$ cat src/rtl/hs_merge2.sv
module hs_merge2 #(
  parameter int W = 16
) (
  input  logic         clk,
  input  logic         rst_n,
  input  logic         a_req,
  input  logic [W-1:0] a_data,
  output logic         a_ack,
  input  logic         b_req,
  input  logic [W-1:0] b_data,
  output logic         b_ack,
  output logic         o_req,
  output logic [W-1:0] o_data,
  input  logic         o_ack
);

  typedef enum logic [1:0] {OUT_IDLE, OUT_REQ, OUT_RTZ} out_ph_t;

  out_ph_t      ph;
  logic         last_a;
  logic         ack_a, ack_b;
  logic [W-1:0] hold;

  wire idle  = (ph == OUT_IDLE) && !ack_a && !ack_b;
  wire win_a = idle && a_req && (!b_req || !last_a);
  wire win_b = idle && b_req && (!a_req || last_a);

  always_ff @(posedge clk) begin
    if (!rst_n) begin
      ph     <= OUT_IDLE;
      last_a <= 1'b0;
      ack_a  <= 1'b0;
      ack_b  <= 1'b0;
      hold   <= '0;
    end else begin
      ack_a <= win_a || (ack_a && a_req);
      ack_b <= win_b || (ack_b && b_req);
      if (win_a || win_b) begin
        hold   <= win_a ? a_data : b_data;
        last_a <= win_a;
      end
      case (ph)
        OUT_IDLE: if (win_a || win_b) ph <= OUT_REQ;
        OUT_REQ:  if (o_ack) ph <= OUT_RTZ;
        default:  if (!o_ack) ph <= OUT_IDLE;
      endcase
    end
  end

  assign a_ack  = ack_a;
  assign b_ack  = ack_b;
  assign o_req  = (ph == OUT_REQ);
  assign o_data = hold;

  assert_one_ack_R7: assert property (@(posedge clk) disable iff (!rst_n)
    !(a_ack && b_ack));

  assert_capture_R2: assert property (@(posedge clk) disable iff (!rst_n)
    $rose(o_req) |-> (a_ack && o_data == $past(a_data)) ||
                     (b_ack && o_data == $past(b_data)));

  assert_data_hold_R4: assert property (@(posedge clk) disable iff (!rst_n)
    (o_req && $past(o_req)) |-> $stable(o_data));

  assert_out_release_R4: assert property (@(posedge clk) disable iff (!rst_n)
    $fell(o_req) |-> $past(o_ack));

  assert_rtz_first_R5: assert property (@(posedge clk) disable iff (!rst_n)
    $rose(o_req) |-> !$past(o_ack));

  assert_ack_rise_R3: assert property (@(posedge clk) disable iff (!rst_n)
    ($rose(a_ack) |-> $past(a_req)) and ($rose(b_ack) |-> $past(b_req)));

endmodule

$ cat config.mk
export PLATFORM = sky130hd
export DESIGN_NAME = hs_merge2
export DESIGN_NICKNAME = d
export VERILOG_FILES = /design/src/rtl/hs_merge2.sv
export SDC_FILE = /design/constraint.sdc
export NUM_CORES = 1
export LEC_CHECK = 0
export BUFFER_PORTS_ARGS = -buffer_cell sky130_fd_sc_hd__buf_2
export CELL_PAD_IN_SITES_DETAIL_PLACEMENT = 0
export CELL_PAD_IN_SITES_GLOBAL_PLACEMENT = 1
export CORE_UTILIZATION = 33
export CTS_CLUSTER_SIZE = 12
export DETAILED_ROUTE_END_ITERATION = 12
export MAX_ROUTING_LAYER = met4
export PLACE_DENSITY_LB_ADDON = 0.1
export RECOVER_POWER = 50
export SYNTH_ARGS = -nofsm -noshare
export SYNTH_HDL_FRONTEND = slang
export SYNTH_SLANG_ARGS = --single-unit
$ cat constraint.sdc
create_clock -name clk -period 3.35 [get_ports clk]
set_input_delay 0.5025 -clock clk [delete_from_list [all_inputs] [get_ports clk]]
set_output_delay 0.5025 -clock clk [all_outputs]
set_load 0.01 [all_outputs]
==> results.py, run 1 <==
metrics = {
    "status": {
        "status": "complete, no violations",
    },
    "synth": {
        "synth_area_mm2": 0.001050,
        "yosys-top-cells-area": "sky130_fd_sc_hd__dfxtp_1 40%, sky130_fd_sc_hd__a311oi_1 14%, sky130_fd_sc_hd__a21oi_1 8.6%",
        "ys_seq_elements": 21,
        "synthDistinctLibCells": 26,
        "synth_largest_type_area_fraction_pct": 40.05,
        "synth_largest_area_cell": "sky130_fd_sc_hd__dfxtp_1",
        "syn_area_cell_um2": 8.896,
        "synth_seq_area_share_pct": 40.05,
        "ys.warnings.count": 0,
        "syn-num-nets": 155,
        "synthesis.instances": 118,
    },
    "critical_path": {
        "worst_path_dominant_cell_family": "simple AND/OR/NAND/NOR gates",
        "ordered_list_of_cells_on_the_worst_path": "buf_2, or2_1, and2_1, a311oi_1",
        "capturing_element_type_of_the_critical_path": "flip-flop",
        "cp_data_arrival_time_ns": 2.00,
        "worst-endpoint-required_ns": 3.51,
        "max_stage_delay_ns": 0.63,
        "worst-path-max-fanout": 18,
        "cp_slowest_cell": "sky130_fd_sc_hd__and2_1",
        "setup.worst_path.start_class": "input pin",
        "worst-path-buf-inv": 1,
        "kind_of_critical_path": "in2reg",
    },
    "timing": {
        "worst_slew_margin_rel_pct": 44.02,
        "hold_ws_ns": 0.4334,
        "post-route-period-util_pct": 55.06,
        "clock_skew_after_layout_ns": 0.01584,
        "period_needed_ns": 1.844,
        "fin_tns_setup_ns": 0,
        "rsz0062_at_grt": "no",
        "number_of_max_slew_violations_in_the_final_report": 0,
        "upper_clock_frequency_limit_ghz": 0.5422,
        "finalHoldViolCount": 0,
        "report.final.setup_viol": 0,
        "max_slew.worst_pin.slew_ns": 0.8348,
    },
    "floorplan": {
        "die_x_extent_um": 58.40,
        "floorplan.die.height_um": 58.40,
        "rows": 20,
        "design.portCount": 56,
        "die_area_mm2": 0.003411,
        "initial_utilization_pct": 34.67,
        "floorplan.core_area_mm2": 0.003028,
    },
    "drt": {
        "vias": 1110,
        "firstDrtPassIters": 4,
        "postRouteWirelength_um": 2897,
        "post-route-drc-count": 0,
        "ant_nets": 0,
        "avg_vias_per_cell": 5.311,
        "drt-initial-drc-count": 25,
        "post_drt_wl_per_cell_um": 13.86,
    },
    "clocking": {
        "clk_pin_slew_worst_paths_ns": 0.13,
        "clockBufferDepth": 2,
        "cts-hold-fix-buffers": 0,
        "cts_setup_buffers": 0,
        "tritoncts": "built",
        "htree_num_levels": 1,
        "cts_buffers": 3,
        "cts_resized": 0,
        "clkSinkCount": 21,
        "clkLatencyLatePin_ns": 0.32,
        "clock-root-buffer": "sky130_fd_sc_hd__clkbuf_4",
    },
    "global_routing": {
        "global_route.overflow_total": 0,
        "globalRouteTotalUtil_pct": 18.04,
        "grt_use_met1_pct": 22.25,
        "grt_start_max_net_pins": 38,
        "grt_util_met3_pct": 5.055,
        "gr-max-usage-layer": "met2",
        "gr-usage-met2_pct": 28.74,
        "initial_antenna_violation_count": 0,
        "vias_in_the_first_global_route": 1055,
        "grt_first_pass_wirelength_um": 4643,
    },
    "hold_path": {
        "worstHoldPathType": "in2reg",
    },
    "placement": {
        "dp_cells": 205,
        "io_buffer_count": 55,
        "place_hpwl_um": 1834,
        "globalplace.congestion": 0.7526,
    },
    "final_layout": {
        "antenna-diode-count": 0,
        "n_fill_cell": 324,
        "synthToLayoutAreaGrowth_pct": 23.60,
        "layout.nets": 203,
        "number_of_standard_cells_in_the_final_layout_excluding_fillers": 209,
        "fraction_of_final_layout_cells_with_drive_strength_greater_than_1_pct": 28.48,
        "postLayoutCoreUtil_pct": 42.85,
    },
    "power_and_ir_drop": {
        "pwr_density_cell_mw_per_mm2": 553.5,
        "max-vdd-ir-drop_uv": 227.3,
        "p_leak_nw": 0.5043,
    },
    "run": {
        "max_cap_viol_count": 0,
    },
}
[flip-flops by register name, indices dropped and copies added (netlist names)]
| name | flops |
|---|---|
| b_ack | 1 |
| a_ack | 1 |
| o_data | 16 |
| last_a | 1 |
| ph | 2 |
[kinds of logic (layout without fill, tap and decap cells)]
kind of cell | Yosys count | in the layout | share of synthesized area (%)
compound gates | 56 | 56 | 35.16
xor+xnor | 1 | 1 | 0.8345
buf+inv | 14 | 61 | 10.25
flops | 21 | 21 | 40.05
simple gates | 26 | 26 | 13.71
[area by class of cell]
class	instances	area, um2	share of cell area, %
Clock buffer	3	22.52	1.736
Clock inverter	1	5.005	0.3857
Inverter	1	3.754	0.2893
Multi-Input combinational cell	83	530.5	40.89
Sequential cell	21	420.4	32.40
Tap cell	44	55.05	4.243
Timing Repair Buffer	56	260.3	20.06
[cell usage in the layout, fill, tap and decap left out]
| master | synthesis | routed |
|---|---|---|
| sky130_fd_sc_hd__a21bo_2 | 1 | 1 |
| sky130_fd_sc_hd__a21boi_2 | 1 | 1 |
| sky130_fd_sc_hd__a21oi_1 | 18 | 18 |
| sky130_fd_sc_hd__a22oi_1 | 2 | 2 |
| sky130_fd_sc_hd__a311oi_1 | 17 | 17 |
| sky130_fd_sc_hd__and2_1 | 1 | 1 |
| sky130_fd_sc_hd__and2b_2 | 1 | 1 |
| sky130_fd_sc_hd__buf_2 | 2 | 37 |
| sky130_fd_sc_hd__buf_4 | 3 | 1 |
| sky130_fd_sc_hd__clkbuf_1 | 2 | 18 |
| sky130_fd_sc_hd__clkbuf_4 | 1 | 3 |
| sky130_fd_sc_hd__clkinv_1 | 1 | 1 |
| sky130_fd_sc_hd__clkinv_2 | 0 | 1 |
| sky130_fd_sc_hd__dfxtp_1 | 21 | 21 |
| sky130_fd_sc_hd__nand2_1 | 1 | 1 |
| sky130_fd_sc_hd__nand3_1 | 16 | 16 |
| sky130_fd_sc_hd__nor2_1 | 3 | 3 |
| sky130_fd_sc_hd__nor4_4 | 0 | 1 |
| sky130_fd_sc_hd__o211a_1 | 1 | 1 |
| sky130_fd_sc_hd__o21ai_0 | 6 | 6 |
| sky130_fd_sc_hd__o21ai_1 | 9 | 9 |
| sky130_fd_sc_hd__o21ai_2 | 1 | 1 |
| sky130_fd_sc_hd__or2_1 | 1 | 1 |
| sky130_fd_sc_hd__or2b_1 | 1 | 1 |
| sky130_fd_sc_hd__or4_1 | 1 | 1 |
| sky130_fd_sc_hd__xnor2_1 | 1 | 1 |
[routing by layer]
metal  share of wire, %  routed length [um]
met4                1.2                  34
met1                 48                1379
met5                  0                   0
met3                6.7                 193
met2                 44                1289
[power by group]
group | internal [mW] | switching [mW] | total [mW]
logic | 0.101 | 0.164 | 0.265
registers | 0.295 | 0.0309 | 0.326
clock network | 0.0446 | 0.0826 | 0.127
[through the flow]
stage | instance area [um2] | setup WS (ns) | power (mW)
after floorplan | 1050 | 1.834 | 0.5403
after global placement | 1292 | 1.250 | 0.6049
after detailed placement | 1292 | 1.219 | 0.6065
after CTS | 1320 | 1.535 | 0.7347
after global routing | 1297 | 1.428 | 0.7730
final | 1297 | 1.506 | 0.7182
[cells in the mapped netlist]
library cell,count
sky130_fd_sc_hd__o21ai_0,6
sky130_fd_sc_hd__and2_1,1
sky130_fd_sc_hd__xnor2_1,1
sky130_fd_sc_hd__a21bo_2,1
sky130_fd_sc_hd__nor2_1,3
sky130_fd_sc_hd__buf_6,5
sky130_fd_sc_hd__nor4_2,1
sky130_fd_sc_hd__clkbuf_4,1
sky130_fd_sc_hd__and2b_2,1
sky130_fd_sc_hd__buf_2,2
sky130_fd_sc_hd__nand3_1,16
sky130_fd_sc_hd__buf_4,3
sky130_fd_sc_hd__o21ai_1,9
sky130_fd_sc_hd__o21ai_2,1
sky130_fd_sc_hd__o211a_1,1
sky130_fd_sc_hd__a22oi_1,2
sky130_fd_sc_hd__a311oi_1,17
sky130_fd_sc_hd__a21boi_2,1
sky130_fd_sc_hd__clkbuf_1,2
sky130_fd_sc_hd__dfxtp_1,21
sky130_fd_sc_hd__or4_1,1
sky130_fd_sc_hd__or2_1,1
sky130_fd_sc_hd__or2b_1,1
sky130_fd_sc_hd__nand2_1,1
sky130_fd_sc_hd__clkinv_1,1
sky130_fd_sc_hd__a21oi_1,18
[final timing paths]
check	start	to	depth (start not counted)	slack (ns)
setup / recovery	b_req	o_data[2]	4	1.51
hold / removal	b_req	last_a	2	0.43
setup reg to reg	ph[0]	o_data[8]	3	1.60
hold reg to reg	o_data[3]	o_data[3]	2	0.52
Note: power is estimated with default switching activity, not from simulation.
==> inputs of run 2 (changes only) <==
Settings changed: ABC_AREA set to 1, CORE_UTILIZATION 33 to 31.
Clock period 3.35 ns to 1.75 ns, I/O delays scaled along.
==> results.py, run 2 <==
metrics = {
    "drt": {
        "firstDrtPassIters": 4,
        "post-route-drc-count": 0,
        "ant_nets": 0,
        "postRouteWirelength_um": 3101,
        "drt-initial-drc-count": 98,
        "post_drt_wl_per_cell_um": 9.601,
        "vias": 1331,
        "avg_vias_per_cell": 4.121,
    },
    "final_layout": {
        "antenna-diode-count": 0,
        "largest_register_ffs": 16,
        "mostFrequentLayoutCell": "sky130_fd_sc_hd__inv_1",
        "final-seq-area_um2": 420.4,
        "layout.nets": 311,
        "postLayoutCoreUtil_pct": 40.78,
        "mostFrequentLayoutCells": "54 x sky130_fd_sc_hd__inv_1, 53 x sky130_fd_sc_hd__nor2_1, 38 x sky130_fd_sc_hd__nand2_1, 36 x sky130_fd_sc_hd__buf_2, 21 x sky130_fd_sc_hd__dfxtp_1",
        "synthToLayoutAreaGrowth_pct": 24.02,
        "fraction_of_final_layout_cells_with_drive_strength_greater_than_1_pct": 18.32,
        "multiInputGateArea_um2": 661.9,
        "final_cell_area_mm2": 0.001667,
        "n_fill_cell": 473,
    },
    "placement": {
        "place_hpwl_um": 2245,
        "place_area_mm2": 0.001645,
        "globalplace.congestion": 0.6846,
        "io_buffer_count": 55,
    },
    "floorplan": {
        "design.portCount": 56,
        "initial_utilization_pct": 32.88,
        "die_x_extent_um": 67.84,
        "rows": 23,
        "die_area_mm2": 0.004602,
        "floorplan.core_area_mm2": 0.004086,
        "floorplan.die.height_um": 67.84,
    },
    "power_and_ir_drop": {
        "pwr-share-clk_pct": 20.0,
        "switching_power_uw": 621.5,
        "p_comb_share_pct": 41.1,
        "p_leak_nw": 0.9585,
        "p_sw_share_pct": 38.87,
        "max-vdd-ir-drop_uv": 427.9,
        "pwr_density_cell_mw_per_mm2": 959.4,
        "internal_power_uw": 977.4,
        "seqPwrFrac_pct": 38.9,
    },
    "synth": {
        "syn-num-nets": 257,
        "yosys-top-cells-area": "sky130_fd_sc_hd__dfxtp_1 31%, sky130_fd_sc_hd__inv_1 15%, sky130_fd_sc_hd__nor2_1 15%",
        "netlist_top_cells_count": "54 x sky130_fd_sc_hd__inv_1, 53 x sky130_fd_sc_hd__nor2_1, 38 x sky130_fd_sc_hd__nand2_1",
        "synthesis.instances": 220,
        "synth_largest_type_area_fraction_pct": 31.28,
        "post-synth-top-count-cell": "sky130_fd_sc_hd__inv_1",
        "synthDistinctLibCells": 17,
        "ys.warnings.count": 0,
        "ys.flop_type": "sky130_fd_sc_hd__dfxtp_1",
        "syn_area_cell_um2": 6.108,
        "synthArstFlopShare_pct": 0,
        "synth_largest_area_cell": "sky130_fd_sc_hd__dfxtp_1",
        "ys_seq_elements": 21,
        "synth_seq_area_share_pct": 31.28,
        "synth_area_mm2": 0.001344,
        "number_of_enable_type_register_cells_in_the_synthesized_netlist": 0,
    },
    "status": {
        "status": "complete, no violations",
    },
    "clocking": {
        "cts_resized": 0,
        "clkLatencyLatePin_ns": 0.26,
        "clock-root-buffer": "sky130_fd_sc_hd__clkbuf_8",
        "clockBufferDepth": 2,
        "cts_setup_buffers": 0,
        "clkSinkCount": 21,
        "tritoncts": "built",
        "htree_num_levels": 1,
        "cts_buffers": 3,
        "clk_pin_slew_worst_paths_ns": 0.08,
        "cts-hold-fix-buffers": 0,
    },
    "timing": {
        "rsz0062_at_grt": "no",
        "finalHoldViolCount": 0,
        "worst_slew_margin_rel_pct": 56.31,
        "clock_skew_after_layout_ns": 0.001267,
        "post-route-period-util_pct": 84.02,
        "period_needed_ns": 1.470,
        "report.final.setup_viol": 0,
        "max_slew.worst_pin.slew_ns": 0.6554,
        "number_of_max_slew_violations_in_the_final_report": 0,
        "upper_clock_frequency_limit_ghz": 0.6801,
        "fin_tns_setup_ns": 0,
    },
    "hold_path": {
        "worst_hold_path.num_cells": 3,
        "min_from": "o_ack",
        "min_delay_worst_endpoint": "ph[1]",
        "worstHoldPathType": "in2reg",
    },
    "critical_path": {
        "ordered_list_of_cells_on_the_worst_path": "nor2_4, nand2_4, a21oi_4, nand2_1, nor2_1, nor2_1",
        "kind_of_critical_path": "reg2reg",
        "worst-endpoint-required_ns": 1.91,
        "r2r.worst_path.cells": 6,
        "worst_r2r_endpoint": "o_data[8]",
        "cp_slowest_cell": "sky130_fd_sc_hd__a21oi_4",
        "reg2reg_slack_ns": 0.28,
        "cpMostUsedCell": "sky130_fd_sc_hd__nor2_1",
        "cp_data_arrival_time_ns": 1.63,
        "capturing_element_type_of_the_critical_path": "flip-flop",
        "worst-path-max-fanout": 18,
        "r2r_start": "a_ack",
        "setup.worst_path.start_class": "flip-flop",
        "max_stage_delay_ns": 0.44,
    },
    "global_routing": {
        "globalRouteTotalUtil_pct": 15.58,
        "grt_start_max_net_pins": 19,
        "global_route.overflow_total": 0,
        "initial_antenna_violation_count": 0,
        "vias_in_the_first_global_route": 1229,
        "grt_first_pass_wirelength_um": 5195,
    },
    "run": {
        "max_cap_viol_count": 0,
    },
}
-- run 2: worst max path at each step --
stage / start / to / slack [ns] / cells past startpoint
2_1_floorplan: a_ack / o_data[0] / 0.55 / 7
3_3_place_gp: b_req / o_data[4] / 0.21 / 7
3_5_place_dp: b_req / o_data[8] / 0.23 / 7
4_1_cts: a_ack / o_data[8] / 0.28 / 6
5_1_grt: ph[0] / o_data[8] / 0.1 / 6
6_report: a_ack / o_data[8] / 0.28 / 6
-- run 2: logic make-up (layout without fill, tap and decap cells) --
family / after synthesis / after routing / share of synthesized area, %
DFF: 21 / 21 / 31.28
and+or+nand+nor: 115 / 115 / 37.62
AOI/OAI and AO/OA: 21 / 21 / 11.64
buffers and inverters: 63 / 116 / 19.46
-- run 2: worst max-delay path: cells and delay by family (launching register included) --
| kind | cells | cell delay (ns) |
|---|---|---|
| DFF | 1 | 0.35 |
| and+or+nand+nor | 5 | 0.59 |
| AOI/OAI and AO/OA | 1 | 0.44 |
-- run 2: power groups by stage --
stage / Clock [mW] / Sequential, mW / Combinational (mW)
finish: 0.320 / 0.621 / 0.658
global route: 0.367 / 0.635 / 0.760
CTS: 0.336 / 0.621 / 0.691
detailed placement: 0 / 0.632 / 0.688
global placement: 0 / 0.634 / 0.692
floorplan: 0 / 0.669 / 0.455
-- run 2: cell type report --
| class | instances | area share, % |
|---|---|---|
| inverter | 54 | 12.16 |
| tap | 50 | 3.754 |
| timing repair buffer | 58 | 16.44 |
| multi-input combinational | 136 | 39.71 |
| clock buffer | 4 | 2.703 |
| sequential | 21 | 25.23 |
-- run 2: routing by layer --
metal  vias to the layer above  GRT usage (%)  routed length [um]
li1                        747              -                   -
met1                       550          18.43                1522
met2                        32          26.24                1392
met3                         2          4.000                 162
met4                         0          3.906                  23
met5                         -              -                   0
-- run 2: through the flow --
step	hold slack (ns)	instances	worst slack (ns)	total power [mW]
2_1_floorplan	0.4030	220	0.5476	1.124
3_3_place_gp	0.4737	319	0.2108	1.326
3_5_place_dp	0.4818	319	0.2268	1.320
4_1_cts	0.2617	323	0.2807	1.647
5_1_grt	0.2532	323	0.09817	1.762
6_report	0.2608	323	0.2796	1.599
==> inputs of run 3 (changes only) <==
Settings changed: CORE_UTILIZATION 31 to 28.
Clock period 1.75 ns to 1.2 ns, I/O delays scaled along.
==> results.py, run 3 (synthesis results as in run 2) <==
metrics = {
    "status": {
        "status": "finished, violations left",
        "violations_in_the_final_reports": "DRC, setup timing",
    },
    "critical_path": {
        "worst_path_dominant_cell_family": "simple AND/OR/NAND/NOR gates",
        "setup.worst_path.start_class": "flip-flop",
        "cp_slowest_cell": "sky130_fd_sc_hd__dfxtp_2",
        "max_stage_delay_ns": 0.34,
        "kind_of_critical_path": "reg2reg",
        "capturing_element_type_of_the_critical_path": "flip-flop",
        "r2r.worst_path.cells": 7,
        "worst-path-buf-inv": 1,
        "worst-path-max-fanout": 5,
        "ordered_list_of_cells_on_the_worst_path": "nor2_4, nand2_4, a21oi_4, buf_4, nand2_1, nor2_1, nor2_1",
        "reg2reg_slack_ns": -0.005,
        "worst_r2r_endpoint": "o_data[13]",
        "r2r_start": "ph[0]",
        "cp_data_arrival_time_ns": 1.37,
        "worst-endpoint-required_ns": 1.36,
        "cpMostUsedCell": "sky130_fd_sc_hd__nor2_1",
    },
    "final_layout": {
        "fraction_of_final_layout_cells_with_drive_strength_greater_than_1_pct": 31.10,
        "final_cell_area_mm2": 0.001839,
        "mostFrequentLayoutCells": "55 x sky130_fd_sc_hd__buf_2, 53 x sky130_fd_sc_hd__inv_1, 53 x sky130_fd_sc_hd__nor2_1, 36 x sky130_fd_sc_hd__nand2_1, 17 x sky130_fd_sc_hd__dfxtp_1",
        "n_fill_cell": 498,
        "layout.nets": 321,
        "final-seq-area_um2": 425.4,
        "multiInputGateArea_um2": 689.4,
        "mostFrequentLayoutCell": "sky130_fd_sc_hd__buf_2",
        "largest_register_ffs": 16,
        "antenna-diode-count": 0,
        "synthToLayoutAreaGrowth_pct": 36.87,
    },
    "global_routing": {
        "globalRouteTotalUtil_pct": 14.35,
        "initial_antenna_violation_count": 0,
        "vias_in_the_first_global_route": 1241,
        "grt_first_pass_wirelength_um": 5568,
        "grt_start_max_net_pins": 28,
        "global_route.overflow_total": 0,
    },
    "drt": {
        "drt-initial-drc-count": 55,
        "firstDrtPassIters": 8,
        "post_drt_wl_per_cell_um": 10.24,
        "post-route-drc-count": 3,
        "ant_nets": 0,
        "avg_vias_per_cell": 4.096,
        "vias": 1372,
        "postRouteWirelength_um": 3431,
    },
    "placement": {
        "place_area_mm2": 0.001747,
        "io_buffer_count": 55,
        "place_hpwl_um": 2520,
        "globalplace.congestion": 0.7275,
    },
    "power_and_ir_drop": {
        "p_leak_nw": 1.102,
        "power.total_mw": 2.561,
        "max-vdd-ir-drop_uv": 781.4,
        "pwr_density_cell_mw_per_mm2": 1392,
    },
    "clocking": {
        "cts_buffers": 3,
        "clk_pin_slew_worst_paths_ns": 0.09,
        "htree_num_levels": 1,
        "clkSinkCount": 21,
        "clkLatencyLatePin_ns": 0.26,
        "clockBufferDepth": 2,
        "tritoncts": "built",
        "cts-hold-fix-buffers": 0,
        "clock-root-buffer": "sky130_fd_sc_hd__clkbuf_8",
    },
    "hold_path": {
        "min_delay_worst_endpoint": "ph[1]",
        "min_from": "o_ack",
        "worst_hold_path.num_cells": 3,
        "worstHoldPathType": "in2reg",
    },
    "timing": {
        "rsz0062_at_grt": "yes",
        "period_needed_ns": 1.205,
        "finalHoldViolCount": 0,
        "worst_slew_margin_rel_pct": 83.96,
        "post-route-period-util_pct": 100.4,
        "max_slew.worst_pin.slew_ns": 0.2407,
        "number_of_max_slew_violations_in_the_final_report": 0,
        "upper_clock_frequency_limit_ghz": 0.8302,
        "clock_skew_after_layout_ns": 0.007767,
        "report.final.setup_viol": 3,
        "fin_ws_ns": -0.004543,
    },
    "floorplan": {
        "rows": 24,
        "die_area_mm2": 0.005080,
        "floorplan.core_area_mm2": 0.004474,
        "die_x_extent_um": 71.28,
        "design.portCount": 56,
        "floorplan.die.height_um": 71.28,
        "initial_utilization_pct": 30.03,
    },
    "run": {
        "max_cap_viol_count": 0,
    },
}
## run 3: changes by cell type in the layout (fill, tap and decap cells not counted), moves of 3 or more
| cell | delta |
|---|---|
| sky130_fd_sc_hd__buf_4 | +4 |
| sky130_fd_sc_hd__buf_2 | +19 |
| sky130_fd_sc_hd__dfxtp_1 | -4 |
| sky130_fd_sc_hd__buf_12 | +3 |
| sky130_fd_sc_hd__clkbuf_1 | -20 |
| sky130_fd_sc_hd__dfxtp_2 | +4 |
## run 3: what timing repair did
action / CTS / global route
setup buffers: 0 / 1
setup endpoints to repair: 15 / 17
endpoints found under the hold margin: 0 / 0
pin swaps: 0 / 2
gates resized for setup: 4 / 7
gates cloned: 1 / 0
## run 3: worst max-delay path by stage
stage               cells after the start   from    endpoint  slack [ns]
detailed placement                      7  ph[0]   o_data[6]       -0.02
global placement                        7  ph[0]   o_data[6]      0.0002
global route                            7  ph[0]   o_data[3]       -0.11
finish                                  7  ph[0]  o_data[13]      -0.005
CTS                                     7  ph[0]  o_data[15]      -0.008
floorplan                               7  a_ack   o_data[0]        0.02
## run 3: power breakdown
group | switching, mW | internal, mW
combinational | 0.652 | 0.523
sequential | 0.0743 | 0.835
clock | 0.245 | 0.232
total | 0.971 | 1.59
## run 3: metrics by stage
stage | util (%) | hold WS (ns) | std cells | TNS [ns] | setup slack [ns]
after floorplan | - | 0.3129 | 220 | 0 | 0.02180
after global placement | 39.04 | 0.4531 | 329 | 0 | 0.0002262
after detailed placement | 39.04 | 0.4609 | 329 | -0.02887 | -0.01832
after CTS | 40.58 | 0.1710 | 334 | -0.01763 | -0.007505
after global routing | 41.11 | 0.1781 | 335 | -1.241 | -0.1094
final | 41.11 | 0.1737 | 335 | -0.006035 | -0.004543
## run 3: worst min-delay path, cell delays in order
cell and delay [ns]:
sky130_fd_sc_hd__buf_2 0.10, sky130_fd_sc_hd__inv_1 0.07, sky130_fd_sc_hd__nor3_1 0.05
## run 3: layer usage
layer	part of all wire [%]	vias to the layer above	global-route usage (%)
met5	0	-	-
met4	0.58	0	2.000
met3	4.3	2	3.516
met2	46	31	23.49
met1	49	572	18.36
li1	-	767	-
## run 3: layout make-up
| class | count | share of cell area [%] |
|---|---|---|
| Multi-Input combinational cell | 137 | 37.48 |
| Tap cell | 52 | 3.537 |
| Sequential cell | 21 | 23.13 |
| Timing Repair Buffer | 67 | 22.31 |
| Clock inverter | 1 | 0.2721 |
| Clock buffer | 3 | 2.245 |
| Inverter | 54 | 11.02 |
